--- config.mk ---
export PLATFORM = sky130hd
export DESIGN_NAME = nic_regfile_top
export DESIGN_NICKNAME = d
export VERILOG_FILES = /design/src/rtl/nic_regs_pkg.sv /design/src/rtl/nic_cmd_status.sv /design/src/rtl/nic_page_store.sv /design/src/rtl/nic_read_mux.sv /design/src/rtl/nic_regfile_top.sv
export SDC_FILE = /design/constraint.sdc
export NUM_CORES = 1
export LEC_CHECK = 0
export ABC_AREA = 1
export BUFFER_PORTS_ARGS = -buffer_cell sky130_fd_sc_hd__clkbuf_2
export CAP_MARGIN = 25
export CORE_UTILIZATION = 35
export CTS_CLUSTER_DIAMETER = 60
export DETAILED_ROUTE_END_ITERATION = 12
export GPL_ROUTABILITY_DRIVEN = 1
export GPL_TIMING_DRIVEN = 0
export PLACE_DENSITY_LB_ADDON = 0.25
export SLEW_MARGIN = 5
export SYNTH_ARGS = -nofsm -noshare
export SYNTH_HDL_FRONTEND = slang
export SYNTH_HIERARCHICAL = 1
export SYNTH_SLANG_ARGS = --single-unit
--- constraint.sdc ---
create_clock -name clk -period 9.6 [get_ports clk]
set_input_delay 2.4 -clock clk [delete_from_list [all_inputs] [get_ports clk]]
set_output_delay 2.4 -clock clk [all_outputs]
set_load 0.02 [all_outputs]
--- src/rtl/nic_regs_pkg.sv ---
package nic_regs_pkg;
  localparam int DW       = 8;
  localparam int OFF_W    = 4;
  localparam int STA_N    = 6;
  localparam int MC_N     = 8;
  localparam int IRQ_BITS = 7;
  localparam int STOP_BIT = 0;
  localparam int PG_LSB   = 6;

  localparam logic [DW-1:0] CMD_RST = 8'h22;
  localparam logic [DW-1:0] ISR_RST = 8'h80;
  localparam logic [DW-1:0] MC_RST  = 8'hFF;

  typedef enum logic [1:0] {
    PG_RUN  = 2'd0,
    PG_ADDR = 2'd1,
    PG_MIRR = 2'd2,
    PG_RSVD = 2'd3
  } page_e;

  localparam logic [OFF_W-1:0] O_CMD   = 4'd0;
  localparam logic [OFF_W-1:0] O_START = 4'd1;
  localparam logic [OFF_W-1:0] O_STOP  = 4'd2;
  localparam logic [OFF_W-1:0] O_BOUND = 4'd3;
  localparam logic [OFF_W-1:0] O_TPG   = 4'd4;
  localparam logic [OFF_W-1:0] O_TCL   = 4'd5;
  localparam logic [OFF_W-1:0] O_TCH   = 4'd6;
  localparam logic [OFF_W-1:0] O_ISR   = 4'd7;
  localparam logic [OFF_W-1:0] O_RAL   = 4'd8;
  localparam logic [OFF_W-1:0] O_RAH   = 4'd9;
  localparam logic [OFF_W-1:0] O_RCL   = 4'd10;
  localparam logic [OFF_W-1:0] O_RCH   = 4'd11;
  localparam logic [OFF_W-1:0] O_RXC   = 4'd12;
  localparam logic [OFF_W-1:0] O_TXC   = 4'd13;
  localparam logic [OFF_W-1:0] O_DC    = 4'd14;
  localparam logic [OFF_W-1:0] O_MASK  = 4'd15;
  localparam logic [OFF_W-1:0] O_CURR  = 4'd7;
  localparam int               O_STA0  = 1;
  localparam int               O_MC0   = 8;
endpackage

--- src/rtl/nic_cmd_status.sv ---
module nic_cmd_status
  import nic_regs_pkg::*;
(
  input  logic                clk,
  input  logic                rst_n,
  input  logic                cmd_wr_i,
  input  logic                isr_wr_i,
  input  logic                imr_wr_i,
  input  logic [DW-1:0]       wdata_i,
  input  logic [IRQ_BITS-1:0] set_i,
  output logic [DW-1:0]       cmd_q,
  output logic [DW-1:0]       isr_q,
  output logic [DW-1:0]       imr_q,
  output logic                irq_o
);
  logic [DW-1:0] isr_d;

  always_comb begin
    isr_d = isr_q;
    if (isr_wr_i)
      isr_d[IRQ_BITS-1:0] = isr_q[IRQ_BITS-1:0] & ~wdata_i[IRQ_BITS-1:0];
    if (cmd_wr_i && !wdata_i[STOP_BIT])
      isr_d[DW-1] = 1'b0;
    // datapath strobes override a same-cycle clear
    isr_d[IRQ_BITS-1:0] = isr_d[IRQ_BITS-1:0] | set_i;
  end

  always_ff @(posedge clk) begin
    if (!rst_n) begin
      cmd_q <= CMD_RST;
      isr_q <= ISR_RST;
      imr_q <= '0;
    end else begin
      isr_q <= isr_d;
      if (cmd_wr_i) cmd_q <= wdata_i;
      if (imr_wr_i) imr_q <= wdata_i;
    end
  end

  assign irq_o = |(isr_q[IRQ_BITS-1:0] & imr_q[IRQ_BITS-1:0]);
endmodule

--- src/rtl/nic_page_store.sv ---
module nic_page_store
  import nic_regs_pkg::*;
(
  input  logic                       clk,
  input  logic                       rst_n,
  input  logic                       wr_i,
  input  logic [1:0]                 page_i,
  input  logic [OFF_W-1:0]           off_i,
  input  logic [DW-1:0]              wdata_i,
  output logic [DW-1:0]              start_q,
  output logic [DW-1:0]              stop_q,
  output logic [DW-1:0]              bound_q,
  output logic [DW-1:0]              tpg_q,
  output logic [2*DW-1:0]            tcnt_q,
  output logic [2*DW-1:0]            raddr_q,
  output logic [2*DW-1:0]            rcnt_q,
  output logic [DW-1:0]              rxc_q,
  output logic [DW-1:0]              txc_q,
  output logic [DW-1:0]              dc_q,
  output logic [DW-1:0]              curr_q,
  output logic [STA_N-1:0][DW-1:0]   sta_q,
  output logic [MC_N-1:0][DW-1:0]    mc_q
);
  logic wr_run, wr_addr;
  assign wr_run  = wr_i && (page_i == PG_RUN);
  assign wr_addr = wr_i && (page_i == PG_ADDR);

  always_ff @(posedge clk) begin
    if (!rst_n) begin
      start_q <= '0; stop_q <= '0; bound_q <= '0; tpg_q <= '0;
      tcnt_q  <= '0; raddr_q <= '0; rcnt_q <= '0;
      rxc_q   <= '0; txc_q <= '0; dc_q <= '0;
    end else if (wr_run) begin
      unique case (off_i)
        O_START: start_q            <= wdata_i;
        O_STOP:  stop_q             <= wdata_i;
        O_BOUND: bound_q            <= wdata_i;
        O_TPG:   tpg_q              <= wdata_i;
        O_TCL:   tcnt_q[DW-1:0]     <= wdata_i;
        O_TCH:   tcnt_q[2*DW-1:DW]  <= wdata_i;
        O_RAL:   raddr_q[DW-1:0]    <= wdata_i;
        O_RAH:   raddr_q[2*DW-1:DW] <= wdata_i;
        O_RCL:   rcnt_q[DW-1:0]     <= wdata_i;
        O_RCH:   rcnt_q[2*DW-1:DW]  <= wdata_i;
        O_RXC:   rxc_q              <= wdata_i;
        O_TXC:   txc_q              <= wdata_i;
        O_DC:    dc_q               <= wdata_i;
        default: ;
      endcase
    end
  end

  always_ff @(posedge clk) begin
    if (!rst_n)                          curr_q <= '0;
    else if (wr_addr && off_i == O_CURR) curr_q <= wdata_i;
  end

  for (genvar s = 0; s < STA_N; s++) begin : g_sta
    localparam logic [OFF_W-1:0] SEL = OFF_W'(O_STA0 + s);
    always_ff @(posedge clk) begin
      if (!rst_n)                      sta_q[s] <= '0;
      else if (wr_addr && off_i == SEL) sta_q[s] <= wdata_i;
    end
  end

  for (genvar m = 0; m < MC_N; m++) begin : g_mc
    localparam logic [OFF_W-1:0] SEL = OFF_W'(O_MC0 + m);
    always_ff @(posedge clk) begin
      if (!rst_n)                      mc_q[m] <= MC_RST;
      else if (wr_addr && off_i == SEL) mc_q[m] <= wdata_i;
    end
  end
endmodule

--- src/rtl/nic_read_mux.sv ---
module nic_read_mux
  import nic_regs_pkg::*;
(
  input  logic [1:0]               page_i,
  input  logic [OFF_W-1:0]         off_i,
  input  logic [DW-1:0]            cmd_i,
  input  logic [DW-1:0]            isr_i,
  input  logic [DW-1:0]            imr_i,
  input  logic [2*DW-1:0]          ldma_i,
  input  logic [DW-1:0]            start_i,
  input  logic [DW-1:0]            stop_i,
  input  logic [DW-1:0]            bound_i,
  input  logic [DW-1:0]            tpg_i,
  input  logic [2*DW-1:0]          raddr_i,
  input  logic [DW-1:0]            rxc_i,
  input  logic [DW-1:0]            txc_i,
  input  logic [DW-1:0]            dc_i,
  input  logic [DW-1:0]            curr_i,
  input  logic [STA_N-1:0][DW-1:0] sta_i,
  input  logic [MC_N-1:0][DW-1:0]  mc_i,
  output logic [DW-1:0]            rdata_o,
  output logic                     hit_o
);
  page_e pg;
  assign pg = page_e'(page_i);

  always_comb begin
    rdata_o = '0;
    hit_o   = 1'b1;
    if (off_i == O_CMD) begin
      rdata_o = cmd_i;
    end else begin
      unique case (pg)
        PG_RUN: begin
          unique case (off_i)
            O_START: rdata_o = ldma_i[DW-1:0];
            O_STOP:  rdata_o = ldma_i[2*DW-1:DW];
            O_BOUND: rdata_o = bound_i;
            O_ISR:   rdata_o = isr_i;
            O_RAL:   rdata_o = raddr_i[DW-1:0];
            O_RAH:   rdata_o = raddr_i[2*DW-1:DW];
            default: hit_o   = 1'b0;
          endcase
        end
        PG_ADDR: begin
          if (off_i == O_CURR)
            rdata_o = curr_i;
          else if (int'(off_i) >= O_MC0)
            rdata_o = mc_i[int'(off_i) - O_MC0];
          else
            rdata_o = sta_i[int'(off_i) - O_STA0];
        end
        PG_MIRR: begin
          unique case (off_i)
            O_START: rdata_o = start_i;
            O_STOP:  rdata_o = stop_i;
            O_TPG:   rdata_o = tpg_i;
            O_RXC:   rdata_o = rxc_i;
            O_TXC:   rdata_o = txc_i;
            O_DC:    rdata_o = dc_i;
            O_MASK:  rdata_o = imr_i;
            default: hit_o   = 1'b0;
          endcase
        end
        default: hit_o = 1'b0;
      endcase
    end
  end
endmodule

--- src/rtl/nic_regfile_top.sv ---
module nic_regfile_top
  import nic_regs_pkg::*;
(
  input  logic                clk,
  input  logic                rst_n,
  input  logic                reg_rd_i,
  input  logic                reg_wr_i,
  input  logic [OFF_W-1:0]    reg_addr_i,
  input  logic [DW-1:0]       reg_wdata_i,
  output logic [DW-1:0]       reg_rdata_o,
  output logic                err_o,
  input  logic [IRQ_BITS-1:0] isr_set_i,
  input  logic [2*DW-1:0]     ldma_addr_i,
  output logic                irq_o,
  output logic                stop_o,
  output logic [DW-1:0]       ring_start_o,
  output logic [DW-1:0]       ring_stop_o,
  output logic [DW-1:0]       ring_bound_o,
  output logic [DW-1:0]       ring_curr_o,
  output logic [DW-1:0]       tx_page_o,
  output logic [2*DW-1:0]     tx_count_o,
  output logic [2*DW-1:0]     rdma_addr_o,
  output logic [2*DW-1:0]     rdma_count_o
);
  logic [DW-1:0] cmd_q, isr_q, imr_q;
  logic [1:0]    page;
  logic          is_cmd, wr_ok, rd_hit, err_q;
  logic          cmd_wr, isr_wr, imr_wr;

  logic [DW-1:0]            rxc, txc, dc;
  logic [STA_N-1:0][DW-1:0] sta;
  logic [MC_N-1:0][DW-1:0]  mc;

  assign page   = cmd_q[PG_LSB +: 2];
  assign is_cmd = (reg_addr_i == O_CMD);
  assign wr_ok  = is_cmd || (page == PG_RUN) || (page == PG_ADDR);
  assign cmd_wr = reg_wr_i && is_cmd;
  assign isr_wr = reg_wr_i && (page == PG_RUN) && (reg_addr_i == O_ISR);
  assign imr_wr = reg_wr_i && (page == PG_RUN) && (reg_addr_i == O_MASK);

  nic_cmd_status cs_i (
    .clk      (clk),
    .rst_n    (rst_n),
    .cmd_wr_i (cmd_wr),
    .isr_wr_i (isr_wr),
    .imr_wr_i (imr_wr),
    .wdata_i  (reg_wdata_i),
    .set_i    (isr_set_i),
    .cmd_q    (cmd_q),
    .isr_q    (isr_q),
    .imr_q    (imr_q),
    .irq_o    (irq_o)
  );

  nic_page_store ps_i (
    .clk     (clk),
    .rst_n   (rst_n),
    .wr_i    (reg_wr_i && !is_cmd),
    .page_i  (page),
    .off_i   (reg_addr_i),
    .wdata_i (reg_wdata_i),
    .start_q (ring_start_o),
    .stop_q  (ring_stop_o),
    .bound_q (ring_bound_o),
    .tpg_q   (tx_page_o),
    .tcnt_q  (tx_count_o),
    .raddr_q (rdma_addr_o),
    .rcnt_q  (rdma_count_o),
    .rxc_q   (rxc),
    .txc_q   (txc),
    .dc_q    (dc),
    .curr_q  (ring_curr_o),
    .sta_q   (sta),
    .mc_q    (mc)
  );

  nic_read_mux rm_i (
    .page_i  (page),
    .off_i   (reg_addr_i),
    .cmd_i   (cmd_q),
    .isr_i   (isr_q),
    .imr_i   (imr_q),
    .ldma_i  (ldma_addr_i),
    .start_i (ring_start_o),
    .stop_i  (ring_stop_o),
    .bound_i (ring_bound_o),
    .tpg_i   (tx_page_o),
    .raddr_i (rdma_addr_o),
    .rxc_i   (rxc),
    .txc_i   (txc),
    .dc_i    (dc),
    .curr_i  (ring_curr_o),
    .sta_i   (sta),
    .mc_i    (mc),
    .rdata_o (reg_rdata_o),
    .hit_o   (rd_hit)
  );

  always_ff @(posedge clk) begin
    if (!rst_n) err_q <= 1'b0;
    else        err_q <= (reg_wr_i && !wr_ok) || (reg_rd_i && !rd_hit);
  end

  assign err_o  = err_q;
  assign stop_o = cmd_q[STOP_BIT];
endmodule

==> impl_metrics.json, run 1 <==
{
  "grtUsageTotal_pct": 26.32,
  "required_ns": 7.20,
  "relSlewSlack_pct": 32.24,
  "ys_seq_area_share_pct": 39.53,
  "finalMaxSlewViolations": 0,
  "ioPinCount": 138,
  "initial_utilization_pct": 35.54,
  "grt_antenna_before_repair": 0,
  "grt_max_degree": 16,
  "ant_nets": 0,
  "syn_area_um2": 12610,
  "drt_iter0_markers": 1403,
  "synthAdderAreaFrac_pct": 0.4961,
  "drive_gt1_share_pct": 13.13,
  "final_common_cell": "nand2_1",
  "cts_tree": "built",
  "viasPerCell": 5.177,
  "synth_nets": 2061,
  "worstRegToRegCells": 4,
  "regToRegSetupSlack_ns": 7.47,
  "cts.sinks": 249,
  "drt-wirelength-per-cell_um": 18.30,
  "synth_compound_area_share_pct": 1.875,
  "cts_inserted_buffers": 30,
  "grt_pass1_wl_mm": 73.80,
  "period_minus_slack_ns": 7.708,
  "synth_xor_area_share_pct": 0,
  "clk_pin_slew_ns": 0.06,
  "crit_fanout": 12,
  "cts-root-buf": "clkbuf_16",
  "htreeDepth": 1,
  "dr.pass1.iters": 5,
  "crit_buf_inv": 8,
  "cts_setup_buffers": 0,
  "p_leak_uw": 0.007177,
  "place_hpwl_mm": 36.66,
  "yosysUniqueCellTypes": 36,
  "die_width_um": 191.8,
  "cts_hold_buf": 0,
  "fin_crit_sh_pct": 80.30,
  "timing.rr.start": "cs_i/cmd_q[6]",
  "startpoint": "reg_addr_i[0]",
  "num_rows": 69,
  "clock.fmax_ghz": 0.1297,
  "core_area_um2": 35480,
  "yosys.area_share.simple_pct": 50.51,
  "powerDensity_nw_per_um2": 168.3,
  "setup.worst_path.class": "input pin to output port",
  "crit_chain": "clkbuf_2, inv_2, buf_4, buf_2, ha_1, buf_2, inv_1, nor2_4, nand2_1, o21ai_0, nor2_1, nand2_1, nand2_1, nand2_1, inv_1, nand2_1, nand2_1, nand2_1, clkbuf_2",
  "synth_warnings": 6,
  "slowest_delay_ns": 0.35,
  "min_path_type": "flop to flop",
  "grt-ovfl-total": 0,
  "hold_viol_final": 0,
  "yosys.area.top_type": "dfxtp_1",
  "fin_tns_setup_ns": 0,
  "cp-start-kind": "input pin",
  "crit_path_end": "reg_rdata_o[2]",
  "seqCellArea_um2": 4985,
  "cap_violations": 0,
  "vdd_drop_max_mv": 0.1296,
  "layout.nets": 2230,
  "finalPower_uw": 2506,
  "cp-end-kind": "output port",
  "multi_input_area_um2": 6669,
  "whs_path_depth": 2,
  "grt_pass1_vias": 12609,
  "mostFrequentLayoutCells": "659 x nand2_1, 432 x nor2_1, 379 x nand3_1",
  "finalSetupViolCount": 0,
  "fillCellCount": 3852,
  "rsz0062_at_grt": "no",
  "clock_skew_ns": 0.007167,
  "antenna_cells": 0,
  "wl_mm": 48.85,
  "cp_common_cell": "nand2_1",
  "syn2layout_area_growth_pct": 18.12,
  "avgSynthCellArea_um2": 6.252,
  "crit_family": "buffers and inverters",
  "synth_top_family_by_area": "simple AND/OR/NAND/NOR gates",
  "cts_resized": 0,
  "outcome": "finished clean",
  "port_buffers": 137,
  "synthMuxAreaShare_pct": 0,
  "synth_top_area_share_pct": 39.53,
  "r2r_end": "ps_i/mc_q[0]",
  "clock_latency_ns": 0.56,
  "num_vias": 13817,
  "netlist_instances": 2017,
  "drc_errors": 0,
  "clk_path_buf_depth": 3,
  "cp.depth": 19,
  "die_h_um": 191.8,
  "synthTopCellsByArea": "dfxtp_1 40%, nand2_1 20%, nand3_1 15%, nor2_1 13%, inv_1 2.2%",
  "synth-seq-cells": 249,
  "crit_arrival_ns": 5.31,
  "cpMaxStageDelayCell": "buf_2",
  "tightest_slew_ns": 1.013,
  "gp_congestion": 0.9624,
  "die-area_um2": 36790
}
[cell usage after synthesis, drive strengths merged]
master / number
clkbuf: 49
o21ai: 21
a21oi: 19
ha: 5
nand4: 8
nand3: 384
or2: 1
buf: 70
dfxtp: 249
nor3: 1
nor3b: 1
inv: 84
o211ai: 1
nor2: 454
nand2: 665
clkinv: 3
o2111ai: 2
[power by group]
group | internal (uW) | switching [uW]
clock | 715 | 462
combinational | 71.3 | 198
sequential | 1050 | 13.2
[sequential cells by signal, indices dropped and copies added (netlist names)]
signal,cells
ps_i/sta_q,48
ps_i/rcnt_q,16
ps_i/raddr_q,16
ps_i/tpg_q,8
ps_i/stop_q,8
ps_i/start_q,8
ps_i/bound_q,8
cs_i/cmd_q,8
err_o,1
ps_i/mc_q,64
ps_i/dc_q,8
cs_i/isr_q,8
ps_i/rxc_q,8
ps_i/tcnt_q,16
ps_i/txc_q,8
cs_i/imr_q,8
ps_i/curr_q,8
[how the worst min path moves through the flow]
stage	startpoint	end	slack (ns)
after floorplan	cs_i/isr_q[7]	cs_i/isr_q[7]	0.42
after global placement	ps_i/mc_q[10]	ps_i/mc_q[10]	0.44
after detailed placement	ps_i/mc_q[43]	ps_i/mc_q[43]	0.44
after CTS	ps_i/mc_q[43]	ps_i/mc_q[43]	0.46
after global routing	ps_i/mc_q[14]	ps_i/mc_q[14]	0.48
final	ps_i/mc_q[11]	ps_i/mc_q[11]	0.46
[layout make-up]
| cell class | count | share of cell area, % |
|---|---|---|
| buffer | 119 | 4.166 |
| sequential | 249 | 33.47 |
| clock buffer | 41 | 5.586 |
| clock inverter | 13 | 1.277 |
| inverter | 87 | 2.260 |
| tap | 461 | 3.872 |
| timing repair buffer | 137 | 4.603 |
| multi-input combinational | 1562 | 44.77 |
[routing by layer]
metal	global-route usage (%)	up-vias	share of wire, %
met3	4.239	93	8.3
met2	41.31	602	44
li1	-	6709	-
met5	0	-	0
met4	8.333	0	3.3
met1	36.60	6413	45
[metrics by stage]
| stage | instance area (um2) | cells | hold slack (ns) | utilization (%) | worst slack [ns] |
|---|---|---|---|---|---|
| global placement | 13870 | 2615 | 0.4386 | 39.10 | 2.054 |
| global route | 14900 | 2669 | 0.4789 | 41.98 | 1.746 |
| floorplan | 12610 | 2017 | 0.4191 | - | 3.128 |
| finish | 14900 | 2669 | 0.4571 | 41.98 | 1.892 |
| detailed placement | 13870 | 2615 | 0.4435 | 39.10 | 2.053 |
| CTS | 14900 | 2669 | 0.4589 | 41.98 | 2.042 |
[worst min-delay path: cells and delay by family, from the launching register on]
family / cells / cell delay (ns)
AND/OR/NAND/NOR: 2 / 0.10
flip-flops: 1 / 0.33
[kinds of logic (layout without fill, tap and decap cells)]
logic type                 Yosys count  in the layout
buffers and inverters              206            397
and+or+nand+nor                   1514           1514
AOI/OAI and AO/OA                   43             43
adders and majority gates            5              5
DFF                                249            249
No activity file was read; power rests on OpenSTA's default activity.
==> inputs of run 2 (changes only) <==
--- a/config.mk
+++ b/config.mk
@@ -5,7 +5,7 @@
 export SDC_FILE = /design/constraint.sdc
 export NUM_CORES = 1
 export LEC_CHECK = 0
-export ABC_AREA = 1
+export ABC_AREA = 0
 export BUFFER_PORTS_ARGS = -buffer_cell sky130_fd_sc_hd__clkbuf_2
 export CAP_MARGIN = 25
 export CORE_UTILIZATION = 35
==> constraint.sdc (replaced) <==
create_clock -name clk -period 7.25 [get_ports clk]
set_input_delay 1.8125 -clock clk [delete_from_list [all_inputs] [get_ports clk]]
set_output_delay 1.8125 -clock clk [all_outputs]
set_load 0.02 [all_outputs]
==> impl_metrics.json, run 2 <==
{
  "clock_latency_ns": 0.56,
  "synth_top_family_by_area": "multiplexers",
  "fillCellCount": 3254,
  "cp-start-kind": "input pin",
  "clock_skew_ns": 0.01110,
  "tightest_slew_ns": 1.063,
  "crit_arrival_ns": 5.17,
  "yosys.area_share.simple_pct": 17.28,
  "die-area_um2": 34010,
  "yosys.area.top_type": "dfxtp_1",
  "fin_util_pct": 42.60,
  "antenna_cells": 0,
  "clock.fmax_ghz": 0.1432,
  "relSlewSlack_pct": 29.03,
  "cts_inserted_buffers": 31,
  "largest_reg_flops": 64,
  "num_rows": 66,
  "synth_edf_count": 0,
  "clk_pin_slew_ns": 0.06,
  "ys_seq_area_share_pct": 42.81,
  "rsz0062_at_grt": "no",
  "reg_top3": "ps_i/mc_q: 64 flops, ps_i/sta_q: 48 flops",
  "crit_buf_inv": 6,
  "powerDensity_nw_per_um2": 229.0,
  "finalSetupViolCount": 0,
  "die_width_um": 184.4,
  "fin_crit_sh_pct": 96.30,
  "holdWs_ns": 0.4556,
  "layoutNonFillerInstCount": 1812,
  "synth_ff_type": "dfxtp_1",
  "cts.sinks": 249,
  "avgSynthCellArea_um2": 9.885,
  "cap_violations": 0,
  "finalPower_uw": 3182,
  "drc_errors": 0,
  "hold_viol_final": 0,
  "synth_compound_area_share_pct": 9.423,
  "place_hpwl_mm": 30.10,
  "crit_chain": "clkbuf_2, buf_4, buf_4, inv_1, ha_1, buf_2, xnor2_2, nand2b_1, o221ai_1, o221ai_1, o211ai_1, clkbuf_2",
  "period_minus_slack_ns": 6.982,
  "grt_max_degree": 21,
  "cts-root-buf": "clkbuf_16",
  "synth-seq-cells": 249,
  "num_vias": 9811,
  "crit_fanout": 10,
  "syn2layout_area_growth_pct": 19.32,
  "yosysUniqueCellTypes": 67,
  "place_ws_ns": -0.003651,
  "synth_most_common_cell": "mux2i_1",
  "top_register": "ps_i/mc_q",
  "finalMaxSlewViolations": 0,
  "drive_gt1_share_pct": 20.29,
  "synthMuxAreaShare_pct": 25.79,
  "synthTopCellsByArea": "dfxtp_1 43%, mux2i_1 22%, nand2_1 6.5%, nor2b_1 4.4%, mux4_2 3.3%",
  "required_ns": 5.44,
  "vdd_drop_max_mv": 0.1882,
  "mostFrequentLayoutCells": "255 x mux2i_1, 249 x dfxtp_1, 203 x nand2_1",
  "ant_nets": 0,
  "syn_area_um2": 11640,
  "cts_tree": "built",
  "initial_utilization_pct": 35.70,
  "cpMaxStageDelayCell": "xnor2_2",
  "viasPerCell": 5.414,
  "final_common_cell": "mux2i_1",
  "worst_slack_ns": 0.2682,
  "cp-end-kind": "output port",
  "dr.pass1.iters": 7,
  "grtUsageTotal_pct": 24.79,
  "dpl.cell_count": 1758,
  "p_leak_uw": 0.006470,
  "setup.worst_path.class": "input pin to output port",
  "wl_mm": 42.16,
  "synth_xor_area_share_pct": 0.1397,
  "gp_congestion": 0.9785,
  "crit_family": "buffers and inverters",
  "drt-wirelength-per-cell_um": 23.26,
  "yosys-top-cells-count": "255 x mux2i_1, 249 x dfxtp_1, 203 x nand2_1",
  "synth-async-reset-ratio_pct": 0,
  "outcome": "finished clean",
  "synth_nets": 1222,
  "clk_path_buf_depth": 3,
  "port_buffers": 137,
  "synthAdderAreaFrac_pct": 0.5372,
  "slowest_delay_ns": 0.48,
  "synth_top_area_share_pct": 42.81,
  "htreeDepth": 1,
  "grt-ovfl-total": 0,
  "core_area_um2": 32620,
  "grt_antenna_before_repair": 0,
  "ioPinCount": 138,
  "layout.nets": 1392,
  "grt_pass1_wl_mm": 61.87,
  "die_h_um": 184.4,
  "synth_warnings": 6,
  "drt_iter0_markers": 887,
  "netlist_instances": 1178,
  "min_path_type": "flop to flop",
  "cts_hold_buf": 0,
  "grt_pass1_vias": 9486
}
-- run 2: cell types whose count changed in the layout (fill, tap and decap cells not counted), sizes merged, moves of 17 or more --
cell   delta
nand3   -370
nand2   -439
inv      -79
nor2b    +82
mux4     +17
mux2i   +255
nor2    -443
buf      -25
a22oi    +21
-- run 2: worst paths after layout --
path	from	endpoint	slack [ns]	depth (start not counted)
max	reg_addr_i[0]	reg_rdata_o[0]	0.27	12
min	ps_i/tcnt_q[9]	ps_i/tcnt_q[9]	0.46	2
min reg2reg	ps_i/tcnt_q[9]	ps_i/tcnt_q[9]	0.46	2
max reg2reg	cs_i/cmd_q[6]	ps_i/sta_q[30]	5.14	4
-- run 2: cells by family (layout without fill, tap and decap cells) --
| logic type | count (synthesis) | in the layout |
|---|---|---|
| and+or+nand+nor | 386 | 386 |
| DFF | 249 | 249 |
| muxes | 278 | 278 |
| buffers and inverters | 101 | 293 |
| xor gates and xnor gates | 1 | 1 |
| adders and majority gates | 5 | 5 |
| AOI/OAI and AO/OA | 158 | 158 |
-- run 2: report_power, final --
part	switching, uW	internal (uW)	total (uW)
Sequential	12.0	1380	1390
Clock	607	921	1530
Combinational	183	76.9	260
Total	803	2380	3180
-- run 2: timing repair --
action | 4_1_cts | 5_1_grt
gates resized for setup | 0 | 0
endpoints found under the setup margin | 3 | 0
buffers inserted | 0 | 0
-- run 2: per-stage QoR --
step	TNS [ns]	area (um2)
2_1_floorplan	0	11640
3_3_place_gp	-0.008887	12880
3_5_place_dp	-0.003651	12890
4_1_cts	0	13890
5_1_grt	0	13890
6_report	0	13890
-- run 2: metal layers --
metal  up-vias  wire length [um]  global-route usage, %  part of all wire [%]
met1      4781             18780                  33.59                    45
met4         0              1557                  8.800                   3.7
met2       418             18800                  39.35                    45
li1       4519                 -                      -                     -
met5         -                 0                      0                     0
met3        93              3017                  4.367                   7.2
-- run 2: cell type report --
class	count	area, um2	area share [%]
flip-flops and latches	249	4985	35.88
well taps	442	553.0	3.980
plain buffers	95	446.7	3.215
clock inverters	9	117.6	0.8465
inverters	5	18.77	0.1351
clock buffers	46	892.1	6.421
multi-input cells	828	6191	44.56
repair buffers	138	690.7	4.971
-- run 2: worst min-delay path: stages, from the launching register on --
cell	delay [ns]
dfxtp_1	0.30
nand2_1	0.05
mux2i_1	0.05
